<file path="src/rtl/ort_pkg.sv">
package ort_pkg;
  typedef enum logic [2:0] {
    K_LOAD    = 3'd0,
    K_IFETCH  = 3'd1,
    K_STORE   = 3'd2,
    K_RMW_RD  = 3'd3,
    K_RMW_WR  = 3'd4,
    K_LOCK_RD = 3'd5,
    K_LOCK_WR = 3'd6
  } req_kind_e;

  typedef enum logic [1:0] {
    S_READY = 2'd0,
    S_ALIAS = 2'd1,
    S_FULL  = 2'd2
  } req_status_e;

  function automatic logic is_wr_class(input logic [2:0] k);
    return (k >= 3'd2) && (k <= 3'd6);
  endfunction

  function automatic logic is_ld_like(input logic [2:0] k);
    return (k == 3'd0) || (k == 3'd1) || (k == 3'd3);
  endfunction

  function automatic logic is_st_like(input logic [2:0] k);
    return (k == 3'd2) || (k == 3'd4);
  endfunction
endpackage

</file>
<file path="src/rtl/ort_table.sv">
module ort_table #(
  parameter int DEPTH  = 4,
  parameter int LINE_W = 12,
  parameter int TS_W   = 12,
  localparam int CNT_W = $clog2(DEPTH + 1)
) (
  input  logic              clk_i,
  input  logic              rst_ni,
  input  logic [LINE_W-1:0] look_line_i,
  output logic              look_hit_o,
  output logic              has_free_o,
  input  logic              alloc_i,
  input  logic [TS_W-1:0]   now_i,
  input  logic              free_i,
  input  logic [LINE_W-1:0] free_line_i,
  output logic              free_hit_o,
  output logic [TS_W-1:0]   free_stamp_o,
  output logic [CNT_W-1:0]  used_o
);
  logic [DEPTH-1:0]  vld_q;
  logic [LINE_W-1:0] line_q  [DEPTH];
  logic [TS_W-1:0]   stamp_q [DEPTH];
  logic [DEPTH-1:0]  look_match, free_match, slot_oh;

  for (genvar g = 0; g < DEPTH; g++) begin : g_cmp
    assign look_match[g] = vld_q[g] && (line_q[g] == look_line_i);
    assign free_match[g] = vld_q[g] && (line_q[g] == free_line_i);
  end

  assign look_hit_o = |look_match;
  assign free_hit_o = free_i && (|free_match);

  // lowest free index wins
  always_comb begin
    slot_oh    = '0;
    has_free_o = 1'b0;
    for (int i = DEPTH - 1; i >= 0; i--) begin
      if (!vld_q[i]) begin
        slot_oh    = '0;
        slot_oh[i] = 1'b1;
        has_free_o = 1'b1;
      end
    end
  end

  always_comb begin
    free_stamp_o = '0;
    used_o       = '0;
    for (int i = 0; i < DEPTH; i++) begin
      if (free_match[i]) free_stamp_o = free_stamp_o | stamp_q[i];
      used_o = used_o + CNT_W'(vld_q[i]);
    end
  end

  always_ff @(posedge clk_i or negedge rst_ni) begin
    if (!rst_ni) begin
      vld_q <= '0;
    end else begin
      for (int i = 0; i < DEPTH; i++) begin
        if (free_i && free_match[i]) vld_q[i] <= 1'b0;
        if (alloc_i && slot_oh[i])   vld_q[i] <= 1'b1;
      end
    end
  end

  always_ff @(posedge clk_i) begin
    for (int i = 0; i < DEPTH; i++) begin
      if (alloc_i && slot_oh[i]) begin
        line_q[i]  <= look_line_i;
        stamp_q[i] <= now_i;
      end
    end
  end

  AST_NO_DUP_LINE: assert property (@(posedge clk_i) disable iff (!rst_ni)
    $onehot0(look_match)) else $error("duplicate line in table");
  AST_ALLOC_SAFE: assert property (@(posedge clk_i) disable iff (!rst_ni)
    alloc_i |-> (has_free_o && !look_hit_o)) else $error("bad allocation");
endmodule

</file>
<file path="src/rtl/ort_stall_ctrs.sv">
module ort_stall_ctrs #(
  parameter int NUM   = 4,
  parameter int CTR_W = 16
) (
  input  logic                      clk_i,
  input  logic                      rst_ni,
  input  logic [NUM-1:0]            inc_i,
  output logic [NUM-1:0][CTR_W-1:0] cnt_o
);
  for (genvar g = 0; g < NUM; g++) begin : g_ctr
    always_ff @(posedge clk_i or negedge rst_ni) begin
      if (!rst_ni)       cnt_o[g] <= '0;
      else if (inc_i[g]) cnt_o[g] <= cnt_o[g] + CTR_W'(1);
    end
  end

  AST_ONE_CAUSE: assert property (@(posedge clk_i) disable iff (!rst_ni)
    $onehot0(inc_i)) else $error("two stall causes at once");
endmodule

</file>
<file path="src/rtl/ort_req_table.sv">
module ort_req_table
  import ort_pkg::*;
#(
  parameter int ADDR_W     = 16,
  parameter int LINE_BYTES = 16,
  parameter int LEN_W      = 5,
  parameter int RD_DEPTH   = 4,
  parameter int WR_DEPTH   = 4,
  parameter int MAX_OUT    = 6,
  parameter int TS_W       = 12,
  parameter int CTR_W      = 16,
  localparam int OFF_W     = $clog2(LINE_BYTES),
  localparam int LINE_W    = ADDR_W - OFF_W,
  localparam int CNT_W     = $clog2(RD_DEPTH + WR_DEPTH + 1)
) (
  input  logic              clk_i,
  input  logic              rst_ni,
  input  logic              req_valid_i,
  input  logic [2:0]        req_kind_i,
  input  logic [ADDR_W-1:0] req_addr_i,
  input  logic [LEN_W-1:0]  req_len_i,
  output logic [1:0]        status_o,
  output logic              accept_o,
  input  logic              cpl_valid_i,
  input  logic              cpl_is_write_i,
  input  logic [LINE_W-1:0] cpl_line_i,
  output logic [TS_W-1:0]   cpl_lat_o,
  output logic              err_o,
  output logic [CNT_W-1:0]  count_o,
  output logic [CTR_W-1:0]  stall_st_ld_o,
  output logic [CTR_W-1:0]  stall_st_st_o,
  output logic [CTR_W-1:0]  stall_ld_st_o,
  output logic [CTR_W-1:0]  stall_ld_ld_o
);
  localparam int RD_CW = $clog2(RD_DEPTH + 1);
  localparam int WR_CW = $clog2(WR_DEPTH + 1);

  logic [LINE_W-1:0] req_line;
  logic [OFF_W-1:0]  req_off;
  logic              req_wr, legal;
  logic              rd_hit, wr_hit, rd_free, wr_free;
  logic              rd_fhit, wr_fhit, cpl_hit;
  logic [TS_W-1:0]   rd_stamp, wr_stamp, now_q;
  logic [RD_CW-1:0]  rd_used;
  logic [WR_CW-1:0]  wr_used;
  logic [CNT_W-1:0]  count_q;
  logic              ready;
  logic [3:0]        stall_inc;
  logic [3:0][CTR_W-1:0] stall_cnt;

  assign req_line = req_addr_i[ADDR_W-1:OFF_W];
  assign req_off  = req_addr_i[OFF_W-1:0];
  assign req_wr   = is_wr_class(req_kind_i);
  assign legal    = (32'(req_off) + 32'(req_len_i)) <= 32'(LINE_BYTES);

  ort_table #(.DEPTH(RD_DEPTH), .LINE_W(LINE_W), .TS_W(TS_W)) u_rd_tbl (
    .clk_i, .rst_ni,
    .look_line_i (req_line),
    .look_hit_o  (rd_hit),
    .has_free_o  (rd_free),
    .alloc_i     (accept_o && !req_wr),
    .now_i       (now_q),
    .free_i      (cpl_valid_i && !cpl_is_write_i),
    .free_line_i (cpl_line_i),
    .free_hit_o  (rd_fhit),
    .free_stamp_o(rd_stamp),
    .used_o      (rd_used)
  );

  ort_table #(.DEPTH(WR_DEPTH), .LINE_W(LINE_W), .TS_W(TS_W)) u_wr_tbl (
    .clk_i, .rst_ni,
    .look_line_i (req_line),
    .look_hit_o  (wr_hit),
    .has_free_o  (wr_free),
    .alloc_i     (accept_o && req_wr),
    .now_i       (now_q),
    .free_i      (cpl_valid_i && cpl_is_write_i),
    .free_line_i (cpl_line_i),
    .free_hit_o  (wr_fhit),
    .free_stamp_o(wr_stamp),
    .used_o      (wr_used)
  );

  // write-table conflicts take priority over read-table conflicts
  always_comb begin
    if (wr_hit || rd_hit)
      status_o = S_ALIAS;
    else if ((32'(count_q) >= 32'(MAX_OUT)) || (req_wr ? !wr_free : !rd_free))
      status_o = S_FULL;
    else
      status_o = S_READY;
  end

  assign ready    = (status_o == S_READY);
  assign accept_o = req_valid_i && ready && legal;

  assign cpl_hit   = cpl_is_write_i ? wr_fhit : rd_fhit;
  assign cpl_lat_o = !cpl_hit ? '0 :
                     (now_q - (cpl_is_write_i ? wr_stamp : rd_stamp));
  assign err_o     = (req_valid_i && !legal) || (cpl_valid_i && !cpl_hit);

  assign stall_inc[0] = req_valid_i && wr_hit && is_ld_like(req_kind_i);
  assign stall_inc[1] = req_valid_i && wr_hit && !is_ld_like(req_kind_i);
  assign stall_inc[2] = req_valid_i && !wr_hit && rd_hit && is_st_like(req_kind_i);
  assign stall_inc[3] = req_valid_i && !wr_hit && rd_hit && !is_st_like(req_kind_i);

  ort_stall_ctrs #(.NUM(4), .CTR_W(CTR_W)) u_ctrs (
    .clk_i, .rst_ni,
    .inc_i (stall_inc),
    .cnt_o (stall_cnt)
  );

  assign stall_st_ld_o = stall_cnt[0];
  assign stall_st_st_o = stall_cnt[1];
  assign stall_ld_st_o = stall_cnt[2];
  assign stall_ld_ld_o = stall_cnt[3];

  always_ff @(posedge clk_i or negedge rst_ni) begin
    if (!rst_ni) begin
      count_q <= '0;
      now_q   <= '0;
    end else begin
      count_q <= count_q + CNT_W'(accept_o) - CNT_W'(cpl_hit);
      now_q   <= now_q + TS_W'(1);
    end
  end

  assign count_o = count_q;

  AST_COUNT_MATCH: assert property (@(posedge clk_i) disable iff (!rst_ni)
    32'(count_q) == 32'(rd_used) + 32'(wr_used)) else $error("count drift");
  AST_COUNT_CAP: assert property (@(posedge clk_i) disable iff (!rst_ni)
    32'(count_q) <= 32'(MAX_OUT)) else $error("count above limit");
  AST_MISS_NO_CHANGE: assert property (@(posedge clk_i) disable iff (!rst_ni)
    (cpl_valid_i && !cpl_hit && !accept_o) |=> $stable(count_q))
    else $error("unmatched completion changed state");
  AST_ILLEGAL_REJECT: assert property (@(posedge clk_i) disable iff (!rst_ni)
    (req_valid_i && !legal) |-> (!accept_o && err_o))
    else $error("illegal request accepted");
endmodule

</file>
<file path="config.mk">
export PLATFORM = sky130hd
export DESIGN_NAME = ort_req_table
export DESIGN_NICKNAME = d
export VERILOG_FILES = /design/src/rtl/ort_pkg.sv /design/src/rtl/ort_table.sv /design/src/rtl/ort_stall_ctrs.sv /design/src/rtl/ort_req_table.sv
export SDC_FILE = /design/constraint.sdc
export NUM_CORES = 1
export LEC_CHECK = 0
export BUFFER_PORTS_ARGS = -buffer_cell sky130_fd_sc_hd__buf_2
export CORE_ASPECT_RATIO = 0.5
export CORE_MARGIN = 4
export CORE_UTILIZATION = 40
export DETAILED_ROUTE_END_ITERATION = 10
export GPL_TIMING_DRIVEN = 0
export HOLD_SLACK_MARGIN = 0.1
export PLACE_DENSITY = 0.54
export SLEW_MARGIN = 20
export SYNTH_ARGS = -nofsm -noshare
export SYNTH_HDL_FRONTEND = slang
export SYNTH_SLANG_ARGS = --single-unit
</file>
<file path="constraint.sdc">
create_clock -name clk_i -period 12.7 [get_ports clk_i]
set_clock_uncertainty 0.1 [all_clocks]
set_input_delay 3.81 -clock clk_i [delete_from_list [all_inputs] [get_ports clk_i]]
set_output_delay 3.81 -clock clk_i [all_outputs]
set_load 0.01 [all_outputs]
</file>
== Word-level counts from Yosys, hierarchy flattened ==
Memories as Yosys holds them, arrays and structs flattened.
Index checks and enable logic that the tools add are counted.
W data, S select, Z words.
Operators by class
  $add $sub $neg: 9
  magnitude comparators: 4
  equal/unequal tests: 20
  multiplexer cells: 98
  bitwise operators: 6
  reductions and logical operators: 91
Operators by type and width (count)
  $mux W12: 22
  $eq A12 B12 Y1: 16
  $reduce_or A12 Y1: 12
  $or A12 B12 Y12: 6
  $add A16 B1 Y16 const B: 4
  $mux W1: 54
  $logic_and A1 B1 Y1: 50
  $mux W4: 8
  $mux W2: 14
  $reduce_bool A2 Y1: 8
  $reduce_or A4 Y1: 4
  $add A12 B1 Y12 const B: 1
  $sub A12 B12 Y12: 1
  $logic_not A1 Y1: 9
  $add A4 B5 Y6: 1
  $eq A3 B2 Y1 const B: 2
  $le A6 B5 Y1 const B: 1
  $logic_or A1 B1 Y1: 6
  $add A4 B1 Y4: 1
  $ge A4 B3 Y1 const B: 1
  $sub A4 B1 Y4: 1
  $eq A3 B1 Y1 const B: 1
  $eq A3 B3 Y1 const B: 1
  $ge A3 B2 Y1 const B: 1
  3 further kinds: 3
Word-level totals
  flip-flop bits (word level): 88
  memory bits (writable): 192
  input bits: 41
  word-level logic and storage cells: 246
  memories kept: 4
Memories
  u_rd_tbl.line_q: depth 4, width 12, read ports 4, clocked after memory_dff 0, wr ports 1, RTL line ort_table.sv:21  | logic [LINE_W-1:0] line_q [DEPTH];
  u_rd_tbl.stamp_q: depth 4, width 12, read ports 4, clocked after memory_dff 0, wr ports 1, RTL line ort_table.sv:22  | logic [TS_W-1:0] stamp_q [DEPTH];
  u_wr_tbl.line_q: depth 4, width 12, read ports 4, clocked after memory_dff 0, wr ports 1, RTL line ort_table.sv:21
  u_wr_tbl.stamp_q: depth 4, width 12, read ports 4, clocked after memory_dff 0, wr ports 1, RTL line ort_table.sv:22

== Longest topological paths before layout ==
Gate-level depths: netlist of the first run.
  depth in word-level cells: 20
  mapped depth: 19

== By module ==
A second synthesis of the first run with hierarchy kept.
Second synthesis, totals
  cells, all modules: 1034
  area, all modules: 13744.4 µm²
By module, submodules not included
  ort_table (u_wr_tbl): instances 1, cells each 319, area each 4639.4 µm², seq. area each 2982.9 µm²
  ort_table (u_rd_tbl): instances 1, cells each 293, area each 4605.7 µm², seq. area each 2982.9 µm²
  ort_stall_ctrs: instances 1, cells each 222, area each 2753.9 µm², seq. area each 1601.5 µm²
  ort_req_table: instances 1, cells each 200, area each 1745.4 µm², seq. area each 400.4 µm²

== Worst setup path before layout of the first run ==
Ideal clock, no wire load.
  path kind: input -> output
  start: in cpl_line_i[8]
  end: out cpl_lat_o[10]
  arrival time: 7.093 ns
  required time: 8.790 ns
  slack: 1.697 ns
  cell stages on the path: 18
  path through: buf_2 > xnor2_1 > nand4_1 > nor4_1 > clkbuf_1 > a22oi_1 > a31oi_1 > ha_1 > inv_1 > fa_1 > nand3_1 > a21boi_0 > o21ai_0 > a21oi_1 > o21a_1 > o21a_1 > o21ai_0 > o311a_1
Between the ends
  word-level cells in the longest chain between the ends: 12
Ends and longest elaborated chain
  from (decl): RTL line ort_req_table.sv:26  | input logic [LINE_W-1:0] cpl_line_i,
  $eq A12 B12 Y1: RTL line ort_table.sv:27  | assign free_match[g] = vld_q[g] && (line_q[g] == free_line_i);
  $logic_and A1 B1 Y1: RTL line ort_table.sv:27
  $mux W12: RTL line ort_table.sv:50  | if (free_match[i]) free_stamp_o = free_stamp_o | stamp_q[i];
  $or A12 B12 Y12: RTL line ort_table.sv:50
  $mux W12: RTL line ort_table.sv:50
  $or A12 B12 Y12: RTL line ort_table.sv:50
  $mux W12: RTL line ort_table.sv:50
  $or A12 B12 Y12: RTL line ort_table.sv:50
  $mux W12: RTL line ort_table.sv:50
  $mux W12: RTL line ort_req_table.sv:99  | (now_q - (cpl_is_write_i ? wr_stamp : rd_stamp));
  $sub A12 B12 Y12: RTL line ort_req_table.sv:99
  $mux W12 *: RTL line ort_req_table.sv:98  | assign cpl_lat_o = !cpl_hit ? '0 :
  to (decl): RTL line ort_req_table.sv:27  | output logic [TS_W-1:0] cpl_lat_o,
Mark *: on every way between the ends. The rest lies on a longest branch, timed or not.

== Final worst setup path of the first run ==
  start: in cpl_line_i[10]
  end: out cpl_lat_o[10]
The elaborated chain is that of the path after synthesis.

==> results.tsv, run 1 <==
metric	value	unit
crit_arrival	8470	ps
grt_overflow	0	
synth_ff_type	edfxtp_1	
num_rows	47	
drt_iter0_markers	678	
power	2.15	mW
cpPeakStageDelay	670	ps
dieArea	0.0377	mm^2
clockRootBuffer	clkbuf_16	
max-vdd-ir-drop	85.1	uV
crit_slowest_cell	clkbuf_1	
via_per_inst	5.38	
clock.fmax	0.0808	GHz
ys_seq_area_share	57.8	%
gp_congestion	0.913	
drt_pass1_iterations	5	
cts_tree	built	
drv_cap	0	
end_kind	output pin	
grt_util_all_layers	20.5	%
p_per_area	133	mW/mm^2
r2r-end	u_rd_tbl.stamp_q[2][6]	
synth_cell_types	59	
switchingPower	0.539	mW
worst_path_most_repeated_cell	o21ai_0	
grt_pass1_wl	58.8	mm
synth.top_cell.area_share	41.8	%
h-tree-depth	1	
drcViolationCount	0	
syn_inst	1115	
core	0.0335	mm^2
synth-seq-cells	280	
rrSetupSlack	8420	ps
numCtsBuffers	28	
cp_top_family	compound AO/OA/AOI/OAI gates	
switching_share	25.0	%
status	finished, final reports clean	
hpwl	28.3	mm
grt_max_degree	73	
fin_crit	12380	ps
antenna_cells	0	
io_buffers	112	
hold_buffers	0	
crit_start	cpl_line_i[10]	
die_h	139	um
antenna_found_initial	1	
ant_nets	0	
seqPwrFrac	47.3	%
cts-resized-gates	1	
cp.depth	18	
finalCritPeriodShare	97.5	%
cp.buffers_inverters	3	
crit_type	primary input to output pin	
internal_power	1.61	mW
initial_utilization	41.1	%
reg2reg_depth	11	
num_io_pins	125	
synth_common_cells	xnor2_1 (218), edfxtp_1 (192), dfrtp_1 (88)	
p_leak	6.30	nW
nets	1346	
worstPathRequired	8790	ps
ys_async_sr_fraction	31.4	%
cp_max_fo	10	
drive_gt1_share	18.3	%
crit_chain	buf_2, xnor2_1, nand3_1, nor4_2, clkbuf_1, a22oi_1, nand2_1, o21ai_0, fa_1, nand3_1, a21boi_0, o21ai_0, a21oi_1, o21a_1, o21a_1, o21ai_0, o311a_1, buf_2	
nFillCells	3025	
post_cts_buffers	0	
dp_cells	1687	
syn_nets	1185	
die_w	271	um
fin_hold_ws	365	ps
ys.warnings.count	0	
synth_area_leaders	edfxtp_1 (42%), dfrtp_1 (16%), xnor2_1 (14%), xor2_1 (3.4%), nand3_1 (2.5%)	
fin_cells	1739	
crit_path_end	cpl_lat_o[10]	
hold_path_class	register to register	
worst_setup_path_start_kind	primary input	
grt_pass1_vias	9701	
detail_route.wl_per_cell	22.5	um
relSlewSlack	31.6	%
synth_top_area_cell	edfxtp_1	
clkPwrFrac	42.3	%
tightest_slew	1020	ps
synthToLayoutAreaGrowth	17.9	%
comb_power_share	10.3	%
slew_viol_final	0	
clk_pin_slew	60	ps
syn_area	0.0138	mm^2
synth-edff-count	192	
hold_viol	0	
worst_skew_pair.late_latency	580	ps
clock-sinks	280	
setup-violations-final	0	
r2r-start	u_rd_tbl.line_q[3][8]	
synth.most_common_cell	xnor2_1	
cts_buffer_depth	3	
vias	9349	
syn_avg_cell_area	12.4	um^2
wirelength	39.1	mm
power groups by stage:
stage / clock [mW] / combinational (mW) / sequential, mW
finish: 0.911 / 0.222 / 1.02
global route: 0.974 / 0.247 / 1.02
CTS: 0.932 / 0.224 / 1.02
detailed placement: 0 / 0.223 / 1.04
global placement: 0 / 0.212 / 1.04
floorplan: 0 / 0.138 / 1.04
through the flow:
step                      area (um^2)  setup WS (ps)  util [%]  TNS (ps)
after floorplan                 13800           1700         -         0
after global placement          14900          -93.4      44.4     -93.4
after detailed placement        15200           -107      45.3      -107
after CTS                       16200           74.2      48.4         0
after global routing            16200          -16.0      48.5     -16.0
final                           16200            318      48.5         0
sequential cells by signal, summed over array words and instances (netlist names):
name / count
count_o: 4
now_q: 12
u_ctrs.cnt_o: 64
u_rd_tbl.line_q: 48
u_rd_tbl.stamp_q: 48
u_rd_tbl.vld_q: 4
u_wr_tbl.line_q: 48
u_wr_tbl.stamp_q: 48
u_wr_tbl.vld_q: 4
layer usage:
layer	track usage (%)	vias to the layer above	share of wire, %
li1	-	4374	-
met1	27.1	4649	44
met2	35.3	256	48
met3	3.16	70	4.9
met4	6.18	0	3.0
met5	0	-	0
cell families after synthesis:
kind of cell | Yosys count | synth area share, %
mux | 5 | 0.399
compound gates | 99 | 4.97
buf+inv | 70 | 2.65
xor+xnor | 273 | 17.4
flops | 280 | 57.8
simple gates | 358 | 13.9
fa+ha+maj | 30 | 2.87
how the worst min path moves through the flow:
stage                                 from               end  slack, ps  depth (start not counted)
after CTS                 u_ctrs.cnt_o[63]  u_ctrs.cnt_o[63]        370                          1
after floorplan           u_ctrs.cnt_o[15]  u_ctrs.cnt_o[15]        400                          1
after global routing      u_ctrs.cnt_o[63]  u_ctrs.cnt_o[63]        380                          1
after global placement    u_ctrs.cnt_o[31]  u_ctrs.cnt_o[31]        360                          1
after detailed placement  u_ctrs.cnt_o[63]  u_ctrs.cnt_o[63]        360                          1
final                     u_ctrs.cnt_o[63]  u_ctrs.cnt_o[63]        360                          1
worst reg2reg max path: stages, from the launching register on:
cell	delay, ps
edfxtp_1	420
xnor2_1	190
nand4_1	150
nor4_1	80
nor4_1	800
nand2_1	270
nand4bb_1	380
nand2b_1	230
clkbuf_1	290
nor3_2	530
buf_4	310
buf_4	230
area by class of cell:
cell class	instances	area, um^2	share of cell area (%)
plain buffers	45	275	1.69
clock buffers	37	838	5.16
clock inverters	15	185	1.14
inverters	25	93.8	0.578
multi-input cells	765	5540	34.1
flip-flops and latches	280	7970	49.0
well taps	441	552	3.40
repair buffers	131	797	4.91
layout by cell type (no fill, tap or decap), types with 5 or more instances in the layout:
| cell type | netlist | layout |
|---|---|---|
| xnor2_1 | 218 | 218 |
| edfxtp_1 | 192 | 192 |
| buf_2 | 13 | 124 |
| dfrtp_1 | 88 | 88 |
| nand2_1 | 84 | 84 |
| nand3_1 | 69 | 69 |
| xor2_1 | 54 | 54 |
| nand4_1 | 51 | 51 |
| a22oi_1 | 43 | 43 |
| nor2_1 | 36 | 33 |
| clkbuf_16 | 0 | 31 |
| ha_1 | 26 | 26 |
| inv_1 | 25 | 25 |
| nor3_1 | 28 | 23 |
| nor4_1 | 24 | 20 |
| o21ai_0 | 18 | 18 |
| and3_1 | 17 | 17 |
| buf_4 | 3 | 16 |
| clkbuf_1 | 16 | 15 |
| buf_6 | 10 | 13 |
| a21oi_1 | 10 | 10 |
| or4_1 | 8 | 8 |
| nor3_2 | 2 | 7 |
| a21o_1 | 6 | 6 |
| nor4_2 | 1 | 5 |
| and4_1 | 5 | 5 |
| nand3b_1 | 5 | 5 |
| o31ai_1 | 5 | 5 |
| clkinvlp_4 | 0 | 5 |
No activity file was read; power rests on OpenSTA's default activity.
==> run 2, diff against run 1 <==
--- a/config.mk
+++ b/config.mk
@@ -13,6 +13,7 @@
 export GPL_TIMING_DRIVEN = 0
 export HOLD_SLACK_MARGIN = 0.1
 export PLACE_DENSITY = 0.54
+export RECOVER_POWER = 50
 export SLEW_MARGIN = 20
 export SYNTH_ARGS = -nofsm -noshare
 export SYNTH_HDL_FRONTEND = slang
==> constraint.sdc (replaced) <==
create_clock -name clk_i -period 14.7 [get_ports clk_i]
set_clock_uncertainty 0.1 [all_clocks]
set_input_delay 4.41 -clock clk_i [delete_from_list [all_inputs] [get_ports clk_i]]
set_output_delay 4.41 -clock clk_i [all_outputs]
set_load 0.01 [all_outputs]
==> run 2 against run 1 <==
Against the previous run: the flow now finishes with violations (max-capacitance violations, max-slew violations); critical path depth is the same; total power shrank 14%; clock power shrank 14%; cell count is the same; wire length shrank 0.14%; clock-buffer cell count is the same; critical path type unchanged; highest routed layer unchanged.
==> results.tsv, run 2 (synthesized netlist as in run 1, its figures left out) <==
metric	value	unit
cp_max_fo	10	
cts_buffer_depth	3	
worst_skew_pair.late_latency	580	ps
multi_input_area	0.00550	mm^2
antenna_cells	0	
grt_overflow	0	
max-vdd-ir-drop	73.8	uV
core	0.0335	mm^2
r2r-start	u_wr_tbl.line_q[3][7]	
hold_path_class	register to register	
fin_crit	14120	ps
ant_nets	0	
drv_cap	1	
crit_type	primary input to output pin	
num_rows	47	
detail_route.wl_per_cell	22.4	um
power	1.86	mW
worstPathRequired	10190	ps
gp_congestion	0.913	
hold_buffers	0	
drive_gt1_share	14.3	%
setup-violations-final	0	
post_cts_buffers	0	
grt_util_all_layers	20.5	%
num_io_pins	125	
grt_max_degree	73	
tightest_slew	4140	ps
clockRootBuffer	clkbuf_16	
relSlewSlack	-176	%
worst_setup_path_start_kind	primary input	
rrSetupSlack	10340	ps
fin_util	48.1	%
drcViolationCount	0	
cts-resized-gates	0	
die_w	271	um
crit_slowest_cell	nor4bb_1	
hp-start	u_ctrs.cnt_o[63]	
top_register	u_ctrs.cnt_o	
crit_arrival	9610	ps
reg2reg_depth	11	
initial_utilization	41.1	%
die_h	139	um
clk_pin_slew	60	ps
largest_reg_flops	64	
hold_viol	0	
nFillCells	3060	
finalCritPeriodShare	96.1	%
antenna_found_initial	1	
h-tree-depth	1	
layout_commonest_cell	xnor2_1	
p_leak	6.11	nW
numCtsBuffers	28	
fin_hold_ws	369	ps
r2r-end	u_rd_tbl.stamp_q[2][6]	
failed_checks	max-capacitance violations, max-slew violations	
grt_pass1_wl	58.8	mm
post-place-ws	693	ps
synthToLayoutAreaGrowth	16.9	%
crit_start	cpl_line_i[6]	
via_per_inst	5.40	
grt_pass1_vias	9708	
clock.fmax	0.0708	GHz
drt_iter0_markers	720	
final_cell_mix	xnor2_1 (218), edfxtp_1 (192), dfrtp_1 (88), nand2_1 (84), buf_2 (82)	
io_buffers	112	
clock-sinks	280	
setup_tns	0	ps
crit_path_end	cpl_lat_o[10]	
dieArea	0.0377	mm^2
setup_ws	580	ps
cts_tree	built	
worst_path_most_repeated_cell	o21ai_0	
hpwl	28.3	mm
slew_viol_final	73	
vias	9392	
cpPeakStageDelay	1030	ps
crit_chain	buf_2, xor2_1, nor4_1, nor4bb_1, clkbuf_1, a22oi_1, nand2_1, o21ai_0, fa_1, nand3_1, a21boi_0, o21ai_0, a21oi_1, o21a_1, o21a_1, o21ai_0, o311a_1, buf_2	
status	complete, but fails checks	
regArea	0.00797	mm^2
end_kind	output pin	
p_per_area	115	mW/mm^2
drt_pass1_iterations	5	
nets	1346	
wirelength	39.0	mm
rsz0062_at_grt	false	
run 2: worst min-delay path by stage:
stage | to | cells after the start
global placement | u_ctrs.cnt_o[31] | 1
floorplan | u_ctrs.cnt_o[15] | 1
global route | u_ctrs.cnt_o[63] | 1
detailed placement | u_ctrs.cnt_o[63] | 1
CTS | u_ctrs.cnt_o[63] | 1
finish | u_ctrs.cnt_o[63] | 1
run 2: per-stage QoR:
stage / cells / cell area (um^2)
2_1_floorplan: 1115 / 13800
3_3_place_gp: 1668 / 14900
3_5_place_dp: 1687 / 15200
4_1_cts: 1739 / 16200
5_1_grt: 1739 / 16100
6_report: 1739 / 16100
run 2: per-layer routing:
metal	vias to the layer above	wire [um]	track usage, %
met5	-	0	0
met4	0	1210	6.18
met3	75	1880	3.16
met2	258	18800	35.3
met1	4685	17100	27.1
li1	4374	-	-
run 2: worst max-delay path: cells and delay by family:
family	cells	cell delay (ps)
adder cells (fa/ha/maj)	1	480
AND/OR/NAND/NOR	4	1680
AO/OA/AOI/OAI	9	1760
XOR/XNOR	1	210
buffers and inverters	3	1060
run 2: final cells by class:
class / count / share of cell area, %
Sequential cell: 280 / 49.4
Timing Repair Buffer: 131 / 4.42
Buffer: 45 / 1.68
Multi-Input combinational cell: 765 / 34.1
Inverter: 25 / 0.582
Clock buffer: 37 / 5.20
Tap cell: 441 / 3.42
Clock inverter: 15 / 1.15
run 2: power by group:
part           internal, mW  switching, mW  total [mW]
Sequential            0.864         0.0173       0.881
Combinational        0.0704          0.118       0.189
Clock                 0.458          0.329       0.787
Total                  1.39          0.464        1.86
==> run 3, diff against run 2 <==
--- a/config.mk
+++ b/config.mk
@@ -12,6 +12,7 @@
 export DETAILED_ROUTE_END_ITERATION = 10
 export GPL_TIMING_DRIVEN = 0
 export HOLD_SLACK_MARGIN = 0.1
+export MAX_ROUTING_LAYER = met4
 export PLACE_DENSITY = 0.54
 export RECOVER_POWER = 50
 export SLEW_MARGIN = 20
==> run 3 against run 2 <==
Against the previous run: the run still ends with max-capacitance violations, max-slew violations left; global-route usage rose by 0.71 points; critical path depth did not move; setup slack got worse by 38 ps; sequential share of layout area rose by 0.41 points; worst hold slack improved by 2.8 ps; first-iteration DRC count fell by 7.5%; sequential cell count did not move; sequential power barely moved; die area did not move; register-to-register slack got worse by 20 ps; design area fell by 0.83%.
==> results.tsv, run 3 (synthesized netlist as in run 1, its figures left out) <==
metric	value	unit
clock-sinks	280	
min_to	u_ctrs.cnt_o[63]	
r2r-start	u_wr_tbl.line_q[3][7]	
multi_input_area	0.00550	mm^2
hold_depth	1	
antenna_found_initial	0	
drv_cap	1	
grt_pass1_wl	59.2	mm
detail_route.wl_per_cell	22.7	um
r2r-end	u_rd_tbl.stamp_q[2][5]	
cts_buffer_depth	3	
top_register	u_ctrs.cnt_o	
grt_pass1_vias	9677	
initial_utilization	41.1	%
grt_overflow	0	
synthToLayoutAreaGrowth	16.0	%
wirelength	39.4	mm
finalCritPeriodShare	96.3	%
io_buffers	112	
antenna_cells	0	
max-vdd-ir-drop	69.5	uV
relSlewSlack	-182	%
hold_buffers	0	
cts_tree	built	
rsz0062_at_grt	false	
nets	1345	
final_cell_mix	xnor2_1 (218), edfxtp_1 (192), dfrtp_1 (88), nand2_1 (84), buf_2 (82)	
fin_crit	14160	ps
numCtsBuffers	27	
p_per_area	111	mW/mm^2
setup-violations-final	0	
reg2reg_depth	11	
tightest_slew	4230	ps
worst_skew_pair.late_latency	570	ps
clockRootBuffer	clkbuf_16	
power	1.78	mW
num_io_pins	125	
drt_iter0_markers	666	
grt_util_all_layers	21.2	%
grt_max_degree	73	
slew_viol_final	73	
h-tree-depth	1	
drt_pass1_iterations	5	
hpwl	28.4	mm
num_rows	47	
dp_cells	1687	
cts-resized-gates	0	
worst_setup_path_start_kind	primary input	
fin_cells	1737	
setup_tns	0	ps
failed_checks	max-capacitance violations, max-slew violations	
hold_viol	0	
clock.fmax	0.0706	GHz
p_leak	6.08	nW
hp-start	u_ctrs.cnt_o[63]	
gp_congestion	0.926	
drcViolationCount	0	
status	complete, but fails checks	
ant_nets	0	
end_kind	output pin	
crit_arrival	9650	ps
post_cts_buffers	0	
cp_max_fo	10	
regArea	0.00797	mm^2
dieArea	0.0377	mm^2
nFillCells	3064	
die_h	139	um
layout_commonest_cell	xnor2_1	
largest_reg_flops	64	
worstPathRequired	10190	ps
rrSetupSlack	10320	ps
crit_type	primary input to output pin	
core	0.0335	mm^2
vias	9356	
clk_pin_slew	60	ps
hold_path_class	register to register	
via_per_inst	5.39	
die_w	271	um
drive_gt1_share	14.0	%
## run 3: worst max-delay path, cell delays in order
cell,delay [ps]
buf_2,290
xor2_1,200
nor4_1,410
nor4bb_1,960
clkbuf_1,680
a22oi_1,190
nand2_1,130
o21ai_0,140
fa_1,520
nand3_1,130
a21boi_0,140
o21ai_0,410
a21oi_1,180
o21a_1,230
o21a_1,180
o21ai_0,140
o311a_1,180
buf_2,120
## run 3: cell type report
class,instances,share of cell area (%)
inverter,25,0.587
tap,441,3.45
multi-input combinational,765,34.4
buffer,45,1.70
clock buffer,35,4.63
clock inverter,15,0.916
sequential,280,49.8
timing repair buffer,131,4.49
## run 3: how the worst max path moves through the flow
stage                   from            end  slack, ps  cells after the start
2_1_floorplan  cpl_line_i[8]  cpl_lat_o[10]       2500                     18
3_3_place_gp   cpl_line_i[6]  cpl_lat_o[10]        640                     18
3_5_place_dp   cpl_line_i[6]  cpl_lat_o[10]        660                     18
4_1_cts        cpl_line_i[6]  cpl_lat_o[10]        580                     18
5_1_grt        cpl_line_i[6]  cpl_lat_o[10]        270                     18
6_report       cpl_line_i[6]  cpl_lat_o[10]        540                     18
## run 3: stage by stage
stage	setup slack [ps]	area, um^2	utilization, %	hold WS, ps
after floorplan	2500	13800	-	404
after global placement	642	14900	44.4	353
after detailed placement	659	15200	45.3	355
after CTS	584	16100	47.9	368
after global routing	266	16000	47.7	389
final	542	16000	47.7	371
## run 3: routing by layer
metal	vias to the layer above	share of wire [%]	global-route usage, %
met5	-	0	-
met4	0	2.8	5.49
met3	66	5.1	3.46
met2	243	48	35.7
met1	4690	44	27.1
li1	4357	-	-
## run 3: power breakdown
part	total (mW)	internal (mW)	switching, mW
clock network	0.708	0.393	0.314
logic	0.191	0.0702	0.121
registers	0.881	0.864	0.0173
